--- config.mk ---
export PLATFORM = sky130hd
export DESIGN_NAME = trig_route_slice
export DESIGN_NICKNAME = d
export VERILOG_FILES = /design/src/rtl/trs_pkg.sv /design/src/rtl/trs_select.sv /design/src/rtl/trs_edge.sv /design/src/rtl/trs_shape.sv /design/src/rtl/trig_route_slice.sv
export SDC_FILE = /design/constraint.sdc
export NUM_CORES = 1
export LEC_CHECK = 0
export BUFFER_PORTS_ARGS = -buffer_cell sky130_fd_sc_hd__clkbuf_2
export CAP_MARGIN = 20
export CORE_ASPECT_RATIO = 1.5
export CORE_MARGIN = 2
export CORE_UTILIZATION = 42
export DETAILED_ROUTE_END_ITERATION = 10
export MAX_ROUTING_LAYER = met4
export PLACE_DENSITY = 0.81
export SETUP_SLACK_MARGIN = 0.02
export SLEW_MARGIN = 20
export SYNTH_ARGS = -nofsm -noshare
export SYNTH_HDL_FRONTEND = slang
export SYNTH_SLANG_ARGS = --single-unit
--- constraint.sdc ---
create_clock -name clk -period 2.72 [get_ports clk]
set_input_delay 0.272 -clock clk [delete_from_list [all_inputs] [get_ports clk]]
set_output_delay 0.272 -clock clk [all_outputs]
set_load 0.02 [all_outputs]
--- src/rtl/trs_pkg.sv ---
package trs_pkg;

    // Static shaping configuration of one slice
    typedef struct packed {
        logic rise;   // pulse on 0->1
        logic fall;   // pulse on 1->0
        logic inv;    // invert after shaping
        logic en;     // output gate
    } trs_mode_t;

    // Registered output state of the slice
    typedef struct packed {
        logic trig;
    } trs_out_st_t;

endpackage

--- src/rtl/trs_select.sv ---
module trs_select #(
    parameter int N_IN  = 64,
    parameter int SEL_W = 6
) (
    input  logic [N_IN-1:0]  src_vec,
    input  logic [SEL_W-1:0] src_sel,
    output logic             bit_o
);
    // One-hot decode ANDed with the sources, then OR-reduced
    logic [N_IN-1:0] hit;

    for (genvar g = 0; g < N_IN; g++) begin : g_hit
        assign hit[g] = (src_sel == SEL_W'(g)) & src_vec[g];
    end

    assign bit_o = |hit;
endmodule

--- src/rtl/trs_edge.sv ---
module trs_edge #(
    parameter int SEL_W = 6
) (
    input  logic             clk,
    input  logic             rst_n,
    input  logic             bit_i,
    input  logic [SEL_W-1:0] sel_i,
    output logic             rise_o,
    output logic             fall_o
);
    typedef struct packed {
        logic             hist;  // selected level one cycle earlier
        logic             vld;   // history holds a post-reset sample
        logic [SEL_W-1:0] sel;   // index the history belongs to
    } edge_st_t;

    edge_st_t st_d, st_q;
    logic     same_src;

    always_comb begin
        st_d      = st_q;
        st_d.hist = bit_i;
        st_d.sel  = sel_i;
        st_d.vld  = 1'b1;
        // history only comparable when taken from the same source
        same_src  = st_q.vld && (sel_i == st_q.sel);
        rise_o    = same_src &&  bit_i && !st_q.hist;
        fall_o    = same_src && !bit_i &&  st_q.hist;
    end

    always_ff @(posedge clk or negedge rst_n) begin
        if (!rst_n) begin
            st_q <= '0;
        end else begin
            st_q <= st_d;
        end
    end
endmodule

--- src/rtl/trs_shape.sv ---
module trs_shape
    import trs_pkg::*;
(
    input  trs_mode_t mode_i,
    input  logic      level_i,
    input  logic      rise_i,
    input  logic      fall_i,
    output logic      out_o
);
    logic staged;

    always_comb begin
        if (mode_i.rise || mode_i.fall) begin
            staged = (mode_i.rise && rise_i) || (mode_i.fall && fall_i);
        end else begin
            staged = level_i;
        end
        out_o = mode_i.en && (staged ^ mode_i.inv);
    end
endmodule

--- src/rtl/trig_route_slice.sv ---
module trig_route_slice
    import trs_pkg::*;
#(
    parameter int N_IN = 64,
    localparam int SEL_W = (N_IN > 1) ? $clog2(N_IN) : 1
) (
    input  logic             clk,
    input  logic             rst_n,
    input  logic [N_IN-1:0]  src_vec,
    input  logic [SEL_W-1:0] src_sel,
    input  logic             rise_pulse_en,
    input  logic             fall_pulse_en,
    input  logic             invert_en,
    input  logic             out_en,
    output logic             trig_o
);
    trs_mode_t   mode;
    trs_out_st_t st_d, st_q;
    logic        sel_bit, rise_ev, fall_ev, shaped;

    assign mode.rise = rise_pulse_en;
    assign mode.fall = fall_pulse_en;
    assign mode.inv  = invert_en;
    assign mode.en   = out_en;

    trs_select #(.N_IN(N_IN), .SEL_W(SEL_W)) sel_i (
        .src_vec (src_vec),
        .src_sel (src_sel),
        .bit_o   (sel_bit)
    );

    trs_edge #(.SEL_W(SEL_W)) edge_i (
        .clk    (clk),
        .rst_n  (rst_n),
        .bit_i  (sel_bit),
        .sel_i  (src_sel),
        .rise_o (rise_ev),
        .fall_o (fall_ev)
    );

    trs_shape shape_i (
        .mode_i  (mode),
        .level_i (sel_bit),
        .rise_i  (rise_ev),
        .fall_i  (fall_ev),
        .out_o   (shaped)
    );

    always_comb begin
        st_d      = st_q;
        st_d.trig = shaped;
    end

    always_ff @(posedge clk or negedge rst_n) begin
        if (!rst_n) begin
            st_q <= '0;
        end else begin
            st_q <= st_d;
        end
    end

    assign trig_o = st_q.trig;
endmodule

==> results of run 1 <==
## flip-flops by register name, indices dropped and copies added (netlist names)
name         flops
edge_i.st_q      8
trig_o           1
## stage by stage
step	power, mW	std cells	utilization, %	hold slack (ns)	setup slack [ns]
3_3_place_gp	0.321	235	57.0	0.131	0.453
3_5_place_dp	0.323	235	57.0	0.133	0.374
6_report	0.467	240	59.1	0.236	0.635
2_1_floorplan	0.254	131	-	-0.0236	0.903
4_1_cts	0.474	240	59.1	0.232	0.613
5_1_grt	0.504	240	59.1	0.221	0.445
## power groups by stage
| stage | Combinational (mW) | Sequential, mW | Clock (mW) |
|---|---|---|---|
| final | 0.174 | 0.147 | 0.146 |
| after global routing | 0.195 | 0.148 | 0.162 |
| after CTS | 0.177 | 0.147 | 0.151 |
| after detailed placement | 0.175 | 0.149 | 0 |
| after global placement | 0.173 | 0.148 | 0 |
| after floorplan | 0.105 | 0.149 | 0 |
## cell families (layout without fill, tap and decap cells)
kind of cell	Yosys count	after routing	synth area share, %
DFF	9	9	19.8
and+or+nand+nor	52	52	28.7
AOI/OAI and AO/OA	30	30	19.1
other	1	1	0.330
buffers and inverters	16	88	9.70
xor gates and xnor gates	6	6	4.63
muxes	17	17	17.7
## per-layer routing
metal,share of wire [%],up-vias,GRT usage [%]
li1,-,651,-
met1,37,602,24.1
met2,55,58,36.1
met3,7.8,2,3.21
met4,0.54,0,4.29
met5,0,-,-
## worst min path at each step
stage	end	slack, ns	cells past startpoint
finish	edge_i.st_q[4]	0.24	1
global route	edge_i.st_q[4]	0.22	1
CTS	edge_i.st_q[4]	0.23	1
detailed placement	edge_i.st_q[4]	0.13	1
global placement	edge_i.st_q[4]	0.13	1
floorplan	edge_i.st_q[0]	-0.02	0
## area by class of cell
| cell class | count | area, sq um | share of cell area (%) |
|---|---|---|---|
| multi-input combinational | 106 | 800 | 51.7 |
| timing repair buffer | 81 | 420 | 27.2 |
| sequential | 9 | 225 | 14.6 |
| tap | 37 | 46.3 | 2.99 |
| clock buffer | 4 | 45.0 | 2.91 |
| inverter | 3 | 11.3 | 0.728 |
## repair_timing
item	in CTS	in global routing
hold buffers	1	0
setup buffers	0	0
hold endpoints to repair	9	0
## cells in the final DEF (no fill, tap or decap), types with 4 or more instances in the layout
cell      netlist  layout
a31oi_1         4       4
buf_4           0       4
clkbuf_2        0      76
dfrtp_1         9       9
mux2i_1        13      13
nand2_1         8       8
nand2b_1        4       4
nand3b_1        7       7
nor2_1          5       5
nor3_1          4       4
nor4_1          5       5
nor4b_1         4       4
o21ai_0         7       7
xnor2_1         4       4
==> metrics.cfg, run 1 <==
[status]
outcome = finished clean

[logic_synthesis]
yosysSeqAreaShare_pct = 19.8
yosys_warnings = 0
synth_edf_count = 0
post-synth-top-count-cell = mux2i_1
synth_common_cells = mux2i_1, dfrtp_1, nand2_1
synth_nets = 207
syn_area_sq_um = 1130
synthFlopType = dfrtp_1
synth_top_cell_area_share_pct = 19.8
syn_avg_cell_area_sq_um = 8.66
async_flop_share_pct = 100
synth_cell_types = 43
synth-seq-cells = 9
yosys.area.top_type = dfrtp_1
postSynthCellCount = 131
ys_top_cells_by_area = dfrtp_1, mux2i_1, nand3b_1

[global_route]
antenna_found_initial = 0
grt_remaining_overflow = 0
first_global_vias = 1196
grt_max_degree = 32
grt_pass1_wl_um = 4770
track_usage_pct = 20.6

[pwr]
p_seq_share_pct = 31.4
intPower_uw = 338
p_leak_nw = 0.751
vdd.ir_drop.worst_mv = 0.339
p_sw_share_pct = 27.6
p_per_area_nw_per_um2 = 302
clock_power_share_pct = 31.3
combPwrFrac_pct = 37.3
switching_power_uw = 129

[place]
dp_hpwl_um = 2480
globalplace.congestion = 0.790
placed_area_sq_um = 1490
port-buffer-count = 76

[worst_setup_path]
worst-path-buf-inv = 1
cp_slowest_stage_delay_ns = 0.56
critPathMaxFanout = 20
crit_cells = 7
startpoint = src_sel[0]
crit_path_end = trig_o
crit_arrival_ns = 2.23
r2r_end = trig_o
critPathRequiredTime_ns = 2.87
path_cells = clkbuf_2 -> mux4_2 -> a211oi_1 -> o21ai_1 -> a32o_2 -> mux2i_1 -> mux2i_1
slowest_stage = mux4_2
rrSetupSlack_ns = 1.22
crit_top_cell = mux2i_1
path_delay_family = multiplexers
critPathCaptureType = flop
start_kind = primary input
criticalPathCategory = in2reg
r2r_cells = 7
r2r-start = edge_i.st_q[5]

[timing]
finalCritPeriodShare_pct = 76.7
fin_skew_ns = 0.000595
fin_setup_tns_ns = 0
period_minus_slack_ns = 2.09
relSlewSlack_pct = 61.7
finalSetupViolations = 0
finalHoldViolCount = 0
rsz0062_at_grt = no
worst_slew_pin_slew_ns = 0.575
drv_slew = 0
fmax_mhz = 480

[cells_and_area]
final_design_area_no_fill_sq_um = 1550
fill_cells = 246
drive_gt1_share_pct = 44.3
antennaDiodeCount = 0
syn2layout_area_growth_pct = 36.4
nNetsFinal = 280

[floorplan]
die_w_um = 46.4
dieArea_sq_um = 3140
core_sq_um = 2620
io_pins = 77
rows = 23
initial_core_util_pct = 43.3
chipHeight_um = 67.7

[hold_path]
hp-start = src_sel[4]
hp-class = in2reg

[clock_tree]
cts_buffers = 3
clkLatencyLatePin_ns = 0.22
clk_pin_slew_ns = 0.04
cts_sinks = 9
cts_tree = done
clockRootBuffer = clkbuf_8
cts_buffer_depth = 2
htree_levels = 1
cts_resized = 0

[drt]
drtIter0Drc = 23
firstDrtPassIters = 4
wl_per_cell_um = 12.5
ant_nets = 0
wl_um = 2990
via_count = 1313
routed_via_density = 5.47
drc_errors = 0

[flow_run]
cap_violations = 0

(Power assumes the default switching activity.)
==> inputs of run 2 (changes only) <==
clock period = 2.1 ns   (was 2.72 ns; I/O delays follow)
==> run 2 against run 1 <==
Against the previous run: global-route usage increased by 1.6 points; worst setup slack lost 0.35 ns; first-iteration DRC count rose by 57%; critical path depth grew 2; hold slack lost 0.070 ns; cell count up 2.1%; clock skew increased by 0.0011 ns; wire length increased by 5.2%; die area stayed put; clock power grew 29%; utilization increased by 2.4 points; sequential cell count is the same; largest power group unchanged.
==> metrics.cfg, run 2 (synthesis gave the netlist of run 1 again) <==
[pwr]
intPower_uw = 449  ; +33%
p_sw_share_pct = 27.5  ; -0.096 points
combPwrFrac_pct = 38.9  ; +1.6 points
p_seq_share_pct = 30.6  ; -0.8 points
p_per_area_nw_per_um2 = 385  ; +27%
vdd.ir_drop.worst_mv = 0.367  ; +8.3%
switching_power_uw = 171  ; +32%
p_leak_nw = 0.784  ; +4.4%
clock_power_share_pct = 30.5  ; -0.8 points

[clock_tree]
clkLatencyLatePin_ns = 0.22  ; about the same
clockRootBuffer = clkbuf_8
clk_pin_slew_ns = 0.04  ; about the same
cts_buffers = 3  ; unchanged
cts_sinks = 9  ; unchanged
post-cts-setup-buffer-count = 0  ; unchanged
cts_tree = done
htree_levels = 1  ; unchanged
cts_buffer_depth = 2  ; unchanged

[floorplan]
die_w_um = 46.4  ; unchanged
dieArea_sq_um = 3140  ; unchanged
initial_core_util_pct = 43.3  ; unchanged
core_sq_um = 2620  ; unchanged
chipHeight_um = 67.7  ; unchanged
io_pins = 77  ; unchanged
rows = 23  ; unchanged

[cells_and_area]
drive_gt1_share_pct = 45.7  ; +1.3 points
antennaDiodeCount = 0  ; unchanged
regMostFlops = edge_i.st_q
largest_reg_flops = 8  ; unchanged
fill_cells = 244  ; -0.81%
nNetsFinal = 285  ; +1.8%
fin_util_pct = 61.5  ; +2.4 points
final_common_cell = clkbuf_2
syn2layout_area_growth_pct = 41.9
final_cell_mix = clkbuf_2, mux2i_1, dfrtp_1, nand2_1

[drt]
wl_um = 3150  ; +5.2%
routed_via_density = 5.42  ; -0.85%
ant_nets = 0  ; unchanged
via_count = 1329  ; +1.2%
firstDrtPassIters = 4  ; unchanged
wl_per_cell_um = 12.8  ; +3.1%
drtIter0Drc = 36  ; +57%
drc_errors = 0  ; unchanged

[worst_setup_path]
r2r_cells = 6  ; -1
start_kind = primary input
startpoint = src_sel[0]
crit_cells = 9  ; +2
critPathMaxFanout = 16  ; -20%
crit_path_end = trig_o
critPathCaptureType = flop
critPathRequiredTime_ns = 2.25  ; -0.62 ns
path_delay_family = multiplexers
slowest_stage = nor4_1
worst-path-buf-inv = 2  ; +1
r2r-start = edge_i.st_q[5]
cp_slowest_stage_delay_ns = 0.30  ; -0.26 ns
path_cells = clkbuf_2 -> buf_4 -> mux2i_1 -> nor3_1 -> nor4_1 -> a41oi_1 -> a32o_2 -> mux2i_1 -> mux2i_1
crit_top_cell = mux2i_1
rrSetupSlack_ns = 0.62  ; -0.60 ns
crit_arrival_ns = 1.96  ; -0.27 ns
criticalPathCategory = in2reg
r2r_end = trig_o

[place]
port-buffer-count = 76  ; unchanged
place_ws_ns = 0.0446  ; -0.329 ns
globalplace.congestion = 0.873  ; +10%
dp_hpwl_um = 2580  ; +4.1%

[global_route]
grt_max_degree = 39  ; +22%
antenna_found_initial = 0  ; unchanged
first_global_vias = 1239  ; +3.6%
grt_pass1_wl_um = 5030  ; +5.4%
track_usage_pct = 22.3  ; +1.6 points
grt_remaining_overflow = 0  ; unchanged

[timing]
rsz0062_at_grt = no
fin_setup_tns_ns = 0  ; unchanged
fmax_mhz = 551
finalSetupViolations = 0  ; unchanged
fin_skew_ns = 0.00169  ; +0.00110 ns
drv_slew = 0  ; unchanged
period_minus_slack_ns = 1.81
finalHoldViolCount = 0  ; unchanged
fin_ws_ns = 0.285  ; -0.350 ns
finalCritPeriodShare_pct = 86.4

[flow_run]
cap_violations = 0  ; unchanged

[hold_path]
hp-class = in2reg

[status]
outcome = finished clean

-- run 2: cell types whose count changed in the layout (fill, tap and decap cells not counted) --
cell and delta:
buf_4 +3, buf_12 +2
-- run 2: layout make-up --
type / count / area, sq um / share of cell area (%)
sequential: 9 / 225 / 14.0
tap: 37 / 46.3 / 2.87
timing repair buffer: 86 / 483 / 30.0
inverter: 3 / 11.3 / 0.699
clock buffer: 4 / 45.0 / 2.80
multi-input combinational: 106 / 800 / 49.7
-- run 2: what timing repair did --
item | CTS | global route
endpoints found under the setup margin | 0 | 0
resized for setup | 0 | 0
hold endpoints to repair | 9 | 0
hold buffers | 1 | 0
-- run 2: per-layer routing --
metal	up-vias	GRT usage, %	share of wire [%]
met1	609	23.2	37
met5	-	-	0
li1	661	-	-
met3	4	3.21	7.1
met4	0	7.50	0.89
met2	55	40.8	55
-- run 2: worst min path at each step --
stage                from              to  slack [ns]  cells after the start
2_1_floorplan       rst_n  edge_i.st_q[0]       -0.09                      0
3_3_place_gp        rst_n  edge_i.st_q[4]        0.07                      1
3_5_place_dp        rst_n  edge_i.st_q[4]        0.07                      1
4_1_cts        src_sel[4]  edge_i.st_q[4]        0.17                      1
5_1_grt        src_sel[4]  edge_i.st_q[4]        0.17                      1
6_report       src_sel[4]  edge_i.st_q[4]        0.17                      1
-- run 2: through the flow --
step | power [mW] | instance area [sq um] | hold WS (ns) | instances
global route | 0.664 | 1610 | 0.168 | 245
CTS | 0.625 | 1610 | 0.165 | 245
floorplan | 0.328 | 1130 | -0.0856 | 131
global placement | 0.429 | 1560 | 0.0701 | 240
finish | 0.620 | 1610 | 0.166 | 245
detailed placement | 0.432 | 1560 | 0.0711 | 240
-- run 2: power by group through the flow --
stage / clock (mW) / sequential, mW / combinational [mW]
global placement: 0 / 0.191 / 0.237
global route: 0.207 / 0.190 / 0.266
CTS: 0.193 / 0.189 / 0.242
finish: 0.189 / 0.190 / 0.241
floorplan: 0 / 0.193 / 0.135
detailed placement: 0 / 0.192 / 0.240
